File: config.mk
export PLATFORM = sky130hd
export DESIGN_NAME = dual_hamming_ecc
export DESIGN_NICKNAME = d
export VERILOG_FILES = /design/src/rtl/ecc_gen_pkg.sv /design/src/rtl/ecc_cmd_ctrl.sv /design/src/rtl/ecc_half_acc.sv /design/src/rtl/ecc_result_sel.sv /design/src/rtl/dual_hamming_ecc.sv
export SDC_FILE = /design/constraint.sdc
export NUM_CORES = 1
export LEC_CHECK = 0
export BUFFER_PORTS_ARGS = -buffer_cell sky130_fd_sc_hd__clkbuf_2
export CORE_ASPECT_RATIO = 0.8
export CORE_MARGIN = 4
export CORE_UTILIZATION = 61
export CTS_BUF_LIST = sky130_fd_sc_hd__clkbuf_8
export CTS_CLUSTER_DIAMETER = 200
export DETAILED_ROUTE_END_ITERATION = 8
export GPL_TIMING_DRIVEN = 1
export PLACE_DENSITY = 0.83
export SLEW_MARGIN = 0
export SYNTH_ARGS = -nofsm -noshare
export SYNTH_HDL_FRONTEND = slang
export SYNTH_SLANG_ARGS = --single-unit
File: constraint.sdc
create_clock -name clk -period 3.88 [get_ports clk]
set_input_delay 0.194 -clock clk [delete_from_list [all_inputs] [get_ports clk]]
set_output_delay 0.194 -clock clk [all_outputs]
set_load 0.1 [all_outputs]
File: src/rtl/ecc_gen_pkg.sv
package ecc_gen_pkg;

    localparam int BYTE_W    = 8;
    localparam int ADDR_W    = 8;
    localparam int LP_W      = 2 * ADDR_W;
    localparam int BIT_IDX_W = 3;
    localparam int CP_W      = 2 * BIT_IDX_W;
    localparam int WORD_W    = 2 * BYTE_W;

    localparam logic [BYTE_W-1:0] CMD_CLEAR  = 8'hF4;
    localparam logic [BYTE_W-1:0] CMD_ACCUM  = 8'hB4;
    localparam logic [BYTE_W-1:0] CMD_RESULT = 8'hD4;

    typedef enum logic [1:0] {
        MODE_IDLE   = 2'd0,
        MODE_ACCUM  = 2'd1,
        MODE_RESULT = 2'd2
    } ecc_mode_e;

    typedef struct packed {
        logic [LP_W-1:0] lp;
        logic [CP_W-1:0] cp;
    } half_code_t;

    // Line-parity contribution of one byte with overall parity p at offset a.
    function automatic logic [LP_W-1:0] line_terms(input logic [ADDR_W-1:0] a,
                                                   input logic p);
        logic [LP_W-1:0] res;
        res = '0;
        for (int k = 0; k < ADDR_W; k++) begin
            res[2*k+1] = p & a[k];
            res[2*k]   = p & ~a[k];
        end
        return res;
    endfunction

    // Column-parity contribution of one byte.
    function automatic logic [CP_W-1:0] col_terms(input logic [BYTE_W-1:0] d);
        logic [CP_W-1:0] res;
        res = '0;
        for (int j = 0; j < BIT_IDX_W; j++) begin
            for (int i = 0; i < BYTE_W; i++) begin
                if (((i >> j) & 1) == 1)
                    res[2*j+1] = res[2*j+1] ^ d[i];
                else
                    res[2*j] = res[2*j] ^ d[i];
            end
        end
        return res;
    endfunction

endpackage

File: src/rtl/ecc_cmd_ctrl.sv
module ecc_cmd_ctrl
    import ecc_gen_pkg::*;
(
    input  logic              clk,
    input  logic              rst,
    input  logic              cmd_valid,
    input  logic [BYTE_W-1:0] cmd_code,
    output ecc_mode_e         mode,
    output logic              clr,
    output logic              start
);

    assign clr   = cmd_valid && (cmd_code == CMD_CLEAR);
    assign start = cmd_valid && (cmd_code == CMD_RESULT);

    always_ff @(posedge clk) begin
        if (rst) begin
            mode <= MODE_IDLE;
        end else if (cmd_valid) begin
            case (cmd_code)
                CMD_ACCUM:  mode <= MODE_ACCUM;
                CMD_RESULT: mode <= MODE_RESULT;
                default:    mode <= MODE_IDLE;
            endcase
        end
    end

    // a clear command always lands in idle mode
    assert_clear_idles_R2: assert property (@(posedge clk) disable iff (rst)
        clr |=> (mode == MODE_IDLE));

endmodule

File: src/rtl/ecc_half_acc.sv
module ecc_half_acc
    import ecc_gen_pkg::*;
(
    input  logic              clk,
    input  logic              rst,
    input  logic              clr,
    input  logic              en,
    input  logic [ADDR_W-1:0] addr,
    input  logic [BYTE_W-1:0] data,
    output half_code_t        code
);

    half_code_t acc;

    always_ff @(posedge clk) begin
        if (rst || clr) begin
            acc <= '0;
        end else if (en) begin
            acc.lp <= acc.lp ^ line_terms(addr, ^data);
            acc.cp <= acc.cp ^ col_terms(data);
        end
    end

    // Stored inverted so an erased chunk reads as all ones.
    assign code = half_code_t'(~acc);

    assert_clear_zero_R2: assert property (@(posedge clk) disable iff (rst)
        clr |=> (code == '1));

    assert_hold_idle_R10: assert property (@(posedge clk) disable iff (rst)
        (!clr && !en) |=> $stable(code));

endmodule

File: src/rtl/ecc_result_sel.sv
module ecc_result_sel
    import ecc_gen_pkg::*;
#(
    parameter int NUM_WORDS = 3
) (
    input  logic              clk,
    input  logic              rst,
    input  logic              start,
    input  logic              active,
    input  logic              rd_req,
    input  half_code_t        code_a,
    input  half_code_t        code_b,
    output logic [WORD_W-1:0] rd_word
);

    localparam int PTR_W = $clog2(NUM_WORDS);

    logic [PTR_W-1:0]  ptr;
    logic [BYTE_W-1:0] col_a, col_b;
    logic [WORD_W-1:0] words [NUM_WORDS];

    assign col_a = {code_a.cp, 2'b11};
    assign col_b = {code_b.cp, 2'b11};

    // Interleaved order: the halves share word 1.
    assign words[0] = {code_a.lp[LP_W-1:BYTE_W], code_a.lp[BYTE_W-1:0]};
    assign words[1] = {code_b.lp[BYTE_W-1:0], col_a};
    assign words[2] = {col_b, code_b.lp[LP_W-1:BYTE_W]};

    always_ff @(posedge clk) begin
        if (rst || start) begin
            ptr <= '0;
        end else if (active && rd_req) begin
            ptr <= (ptr == PTR_W'(NUM_WORDS - 1)) ? '0 : ptr + PTR_W'(1);
        end
    end

    assign rd_word = active ? words[ptr] : '0;

    assert_ptr_range_R8: assert property (@(posedge clk) disable iff (rst)
        ptr < PTR_W'(NUM_WORDS));

    assert_ptr_wrap_R8: assert property (@(posedge clk) disable iff (rst)
        (active && rd_req && !start && ptr == PTR_W'(NUM_WORDS - 1)) |=> (ptr == '0));

    assert_start_first_R7: assert property (@(posedge clk) disable iff (rst)
        start |=> (ptr == '0));

endmodule

File: src/rtl/dual_hamming_ecc.sv
module dual_hamming_ecc
    import ecc_gen_pkg::*;
#(
    parameter int NUM_HALVES = 2
) (
    input  logic              clk,
    input  logic              rst,
    input  logic              cmd_valid,
    input  logic [7:0]        cmd_code,
    input  logic              byte_valid,
    input  logic [7:0]        byte_data,
    input  logic              rd_req,
    output logic [15:0]       rd_word
);

    localparam int CHUNK_BYTES = NUM_HALVES << ADDR_W;
    localparam int CNT_W       = $clog2(CHUNK_BYTES) + 1;
    localparam int SEL_W       = (NUM_HALVES > 1) ? $clog2(NUM_HALVES) : 1;

    ecc_mode_e        mode;
    logic             clr, start, full, accept;
    logic [CNT_W-1:0] cnt;
    half_code_t       codes [NUM_HALVES];

    ecc_cmd_ctrl u_ctrl (
        .clk       (clk),
        .rst       (rst),
        .cmd_valid (cmd_valid),
        .cmd_code  (cmd_code),
        .mode      (mode),
        .clr       (clr),
        .start     (start)
    );

    assign full   = (cnt == CNT_W'(CHUNK_BYTES));
    assign accept = byte_valid && !cmd_valid && (mode == MODE_ACCUM) && !full;

    always_ff @(posedge clk) begin
        if (rst || clr)
            cnt <= '0;
        else if (accept)
            cnt <= cnt + CNT_W'(1);
    end

    for (genvar h = 0; h < NUM_HALVES; h++) begin : g_half
        logic sel;
        assign sel = (cnt[ADDR_W +: SEL_W] == SEL_W'(h));
        ecc_half_acc u_acc (
            .clk  (clk),
            .rst  (rst),
            .clr  (clr),
            .en   (accept && sel),
            .addr (cnt[ADDR_W-1:0]),
            .data (byte_data),
            .code (codes[h])
        );
    end

    ecc_result_sel u_sel (
        .clk     (clk),
        .rst     (rst),
        .start   (start),
        .active  (mode == MODE_RESULT),
        .rd_req  (rd_req && !cmd_valid),
        .code_a  (codes[0]),
        .code_b  (codes[NUM_HALVES-1]),
        .rd_word (rd_word)
    );

    assert_cnt_bound_R9: assert property (@(posedge clk) disable iff (rst)
        cnt <= CNT_W'(CHUNK_BYTES));

    assert_full_hold_R9: assert property (@(posedge clk) disable iff (rst)
        (full && !clr) |=> $stable(cnt));

    assert_idle_no_count_R2: assert property (@(posedge clk) disable iff (rst)
        (mode != MODE_ACCUM && !clr) |=> $stable(cnt));

endmodule

# Word level (Yosys, flattened, before mapping)
# Index checks and enable logic that the tools add are counted.
[word_totals] reg_bits=58 latchBits=0 ramBits=0 romBits=0 out_inout_bits=16 mem_count=0
[classes] addsub=2 mul=0 div_mod_pow=0 order_cmp=1 eq_ne=7 shifts=0 n_mux=98 bitwise=66 n_reduce_logical=14
[ops] operator="1-bit 2-to-1 mux" n=92
[ops] operator="16-bit 2-to-1 mux" n=3
[ops] operator="22-bit NOT" n=2
[ops] operator="1-bit bitwise XOR" n=34
[ops] operator="16-bit binary-select mux with 2-bit select" n=1
[ops] operator="16-bit bitwise XOR" n=2
[ops] operator="8-bit == test (second input constant)" n=3
[ops] operator="1-bit bitwise AND" n=16
[ops] operator="6-bit bitwise XOR" n=2
[ops] operator="10-bit by 1-bit adder with 10-bit output (second input constant)" n=1
[ops] operator="10-bit == test (second input constant)" n=1
[ops] operator="1-bit logical AND" n=9
[ops] operator="1-bit NOT" n=9
[ops] operator="8-bit parity" n=1
[ops] operator="2-bit == test (second input constant)" n=2
[ops] operator="2-bit one-hot mux with 2 select lines" n=1
[ops] operator="3-bit greater-or-equal comparator (second input constant)" n=1
[ops] operator="2-bit NOT with 3-bit output" n=1
[ops] operator="2-bit by 1-bit adder with 2-bit output (second input constant)" n=1
[ops] operator="2-bit by 1-bit == test with 1-bit output (second input constant)" n=1
[ops] operator="1-bit logical NOT" n=2
[ops] operator="1-bit logical OR" n=2
[ops] operator="2-bit 2-to-1 mux" n=1

# Logic depth before layout (Yosys ltp)
[logic_depth] depth_word=19 ltp_mapped=8 depth_no_buf=7

# By module
# Synthesis repeated with hierarchy kept, for this count alone.
[hier_totals] hier_cells=440 hier_area_um2=3540.9
[modules_own_cells] module="ecc_half_acc" n_inst=2 cells_per_inst=144 area_each_um2=1152.4
[modules_own_cells] module="ecc_result_sel" n_inst=1 cells_per_inst=77 area_each_um2=578.1
[modules_own_cells] module="dual_hamming_ecc" n_inst=1 cells_per_inst=62 area_each_um2=526.8
[modules_own_cells] module="ecc_cmd_ctrl" n_inst=1 cells_per_inst=13 area_each_um2=131.4

# Worst setup path before layout
# OpenSTA, ideal clock, no wires.
[synth_timing] kind="flip-flop to output port" from="reg u_sel.ptr[0]" to="out rd_word[0]" arrival_ps=3390 path_slack_ps=296 path_stages_with_launch=5 path_cell_list="dfxtp_1 > clkbuf_1 > clkbuf_1 > nor2_1 > a221oi_1"
[synth_via] elab_chain_cells=5
[synth_lines] element="start, declared" line="ecc_result_sel.sv:18" source="logic [PTR_W-1:0] ptr;"
[synth_lines] element="start signal, assigned" line="ecc_result_sel.sv:34" source="ptr <= (ptr == PTR_W'(NUM_WORDS - 1)) ? '0 : ptr + PTR_W'(1);"
[synth_lines] element="2-bit NOT with 3-bit output (implied by the code)" line="ecc_result_sel.sv:38" source="assign rd_word = active ? words[ptr] : '0;"
[synth_lines] element="16-bit binary-select mux with 2-bit select" line="ecc_result_sel.sv:38"
[synth_lines] element="16-bit 2-to-1 mux (implied by the code) (2 in series)" line="ecc_result_sel.sv:38"
[synth_lines] element="16-bit 2-to-1 mux" line="ecc_result_sel.sv:38"
[synth_lines] element="end, declared" line="dual_hamming_ecc.sv:13" source="output logic [15:0] rd_word"
# Every way passes these cells. The select of a mux whose other input is x is not followed.

# Final worst setup path
[layout_timing] from="reg u_sel.ptr[0]" to="out rd_word[1]"
# Same word-level chain as after synthesis.

==> flow_summary.ini <==
[synth]
synth_flop_cell = dfxtp_1
synthArstFlopShare = 0
synth_cell_types = 42
yosys_warnings = 0
syn_nets = 389
synth-edff-count = 0
synth_area_mm2 = 0.00312
netlist_instances = 366
syn_area_per_cell_um2 = 8.52
ys_seq_area_frac = 0.373
synth-seq-cells = 58

[clock_network]
insertion_delay_ns = 0.34
cts_buffers = 9
clkSlewWorstSetupHoldPaths_ns = 0.06
cts_tree = built
clkSinkCount = 58
clockBufferDepth = 2
ctsResizeCount = 0
htree_levels = 3
cts_hold_buf = 0
cts-root-buf = clkbuf_8
cts_setup_buffers = 0

[routing]
wl_um = 7420
drc = 0
route.vias.total = 2806
routed_via_density = 6.21
wl_per_cell_um = 16.4
ant_nets = 0
first_pass_iters = 5
dr.first_iter.drc_count = 215

[floorplanning]
dieArea_mm2 = 0.00632
start_util = 0.654
ioPinCount = 37
num_rows = 22
die_h_um = 71.9
core-area_mm2 = 0.00476
die_w_um = 87.9

[critical_path]
worst-path-max-fanout = 18
path_class = register to primary output
crit_arrival_ns = 2.69
path_cells = nand2_1 > nand3b_1 > a221oi_1 > clkbuf_2
cpPeakStageDelay_ns = 0.60
crit_path_start_kind = register
cp_top_family = simple AND/OR/NAND/NOR gates
required_ns = 3.69
r2r_slack_ns = 1.37
slowest_stage = dfxtp_1
critPathCaptureType = primary output
cp.buffers_inverters = 1

[placed_design]
numPortBuffers = 36
dp_hpwl_um = 4990
place_congestion = 0.875

[layout]
final_layout_size_suffix_gt1_frac = 0.176
synthToLayoutAreaGrowth_pct = 10.6
finalNetCount = 410
diodes = 0

[pwr]
finalPower_mw = 1.22
peakVddDrop_uv = 298
cellPowerDensity_mw_per_mm2 = 355
power.leakage_nw = 1.27

[global_route]
grt_use_total = 0.258
globalRoute.totalOverflow = 0
grt_start_max_net_pins = 41
grt_first_pass_wirelength_um = 12900
grt_antenna_before_repair = 0
first_global_vias = 2861

[hold_path]
hp-class = primary input to register

[timing]
finalSetupViolCount = 0
rsz0062_at_grt = false
slew_viol_final = 0
tns_ns = 0
period_minus_slack_ns = 2.88
hold_viol_final = 0
skew_ns = 0.00795
maxSlewHeadroom = 0.368
finalCritPeriodShare = 0.743
worst_pin_slew_ns = 0.944
fmax_mhz = 347

[flow_run]
cap_viol_max_count = 0

[status]
status = completed
## sequential cells by signal, indices dropped and copies added (netlist names)
| name | count |
|---|---|
| cnt | 10 |
| g_half.u_acc.acc | 44 |
| u_ctrl.mode | 2 |
| u_sel.ptr | 2 |
## power by group
group / internal [mW] / total, mW / switching [mW] / leakage [nW]
sequential: 0.595 / 0.596 / 0.000111 / 0.467
combinational: 0.0413 / 0.158 / 0.116 / 0.709
clock: 0.238 / 0.471 / 0.233 / 0.0996
## cell families after synthesis
kind of cell               Yosys count  share of synthesized area
xor gates and xnor gates            29                     0.0863
adders and majority gates            2                    0.00803
DFF                                 58                      0.373
buffers and inverters               32                     0.0417
muxes                               29                      0.103
and+or+nand+nor                    127                      0.218
AOI/OAI and AO/OA                   89                      0.171
## path summary, 6_finish.rpt
path	startpoint	to	depth (start not counted)
max reg2reg	cnt[0]	g_half[0].u_acc.acc[17]	7
min reg2reg	g_half[1].u_acc.acc[14]	g_half[1].u_acc.acc[14]	2
min	rst	u_ctrl.mode[0]	2
max	u_sel.ptr[0]	rd_word[1]	4
## per-layer routing
| layer | vias to the layer above | share of wire | routed length (um) | GRT usage |
|---|---|---|---|---|
| met5 | - | 0 | 0 | 0 |
| met4 | 0 | 0.021 | 155 | 0.0886 |
| met3 | 15 | 0.072 | 535 | 0.0749 |
| met2 | 91 | 0.47 | 3520 | 0.426 |
| met1 | 1349 | 0.43 | 3210 | 0.323 |
| li1 | 1351 | - | - | - |
## cell usage in the layout, fill, tap and decap left out, types with 3 or more instances in the layout
cell type  count
o21ai_1       25
clkbuf_2      36
nand2_1       26
clkinv_2       3
mux2i_1        4
xor2_1        11
nand3b_1       3
mux2_2        13
nand2b_1       6
o31ai_1       14
nor2_1        34
nand3_1        3
or3_1         25
buf_4          3
xnor2_1       15
a21oi_1       40
clkbuf_8      10
inv_1          6
nand4_1        4
or4_1         14
dfxtp_1       58
mux2_1        12
## synthesized netlist by cell type (2+ instances only)
| cell type | number | area (um^2) |
|---|---|---|
| nand2b_1 | 6 | 37.5 |
| xor2_1 | 11 | 96.3 |
| nand3b_1 | 3 | 22.5 |
| and2_1 | 2 | 12.5 |
| nand3_1 | 3 | 15.0 |
| nand2_1 | 26 | 97.6 |
| buf_2 | 7 | 35.0 |
| nor4b_1 | 2 | 17.5 |
| nor3_1 | 2 | 10.0 |
| or3_1 | 25 | 156 |
| a21oi_1 | 40 | 200 |
| buf_1 | 3 | 11.3 |
| ha_1 | 2 | 25.0 |
| o311ai_1 | 2 | 17.5 |
| nor2_1 | 34 | 128 |
| mux2i_1 | 4 | 40.0 |
| nand4_1 | 4 | 25.0 |
| xnor2_1 | 16 | 140 |
| mux2_1 | 12 | 135 |
| dfxtp_1 | 58 | 1160 |
| clkbuf_1 | 18 | 67.6 |
| a221oi_1 | 2 | 17.5 |
| mux2_2 | 13 | 146 |
| inv_1 | 3 | 11.3 |
| or4_1 | 14 | 105 |
| o21ai_1 | 25 | 125 |
| o31ai_1 | 14 | 105 |
## layout make-up
type / instances / area [um^2]
Clock buffer: 10 / 138
Clock inverter: 6 / 26.3
Fill cell: 390 / 1320
Inverter: 3 / 11.3
Multi-Input combinational cell: 276 / 1830
Sequential cell: 58 / 1160
Tap cell: 60 / 75.1
Timing Repair Buffer: 39 / 203
## through the flow
stage	instance area, um^2	util	std cells	setup WS (ns)	hold slack, ns
2_1_floorplan	3120	-	366	0.296	0.263
3_3_place_gp	3280	0.689	436	1.46	0.440
3_5_place_dp	3280	0.689	436	1.40	0.466
4_1_cts	3450	0.724	452	1.04	0.102
5_1_grt	3450	0.724	452	0.826	0.127
6_report	3450	0.724	452	0.995	0.110
Note: power is estimated with default switching activity, not from simulation.
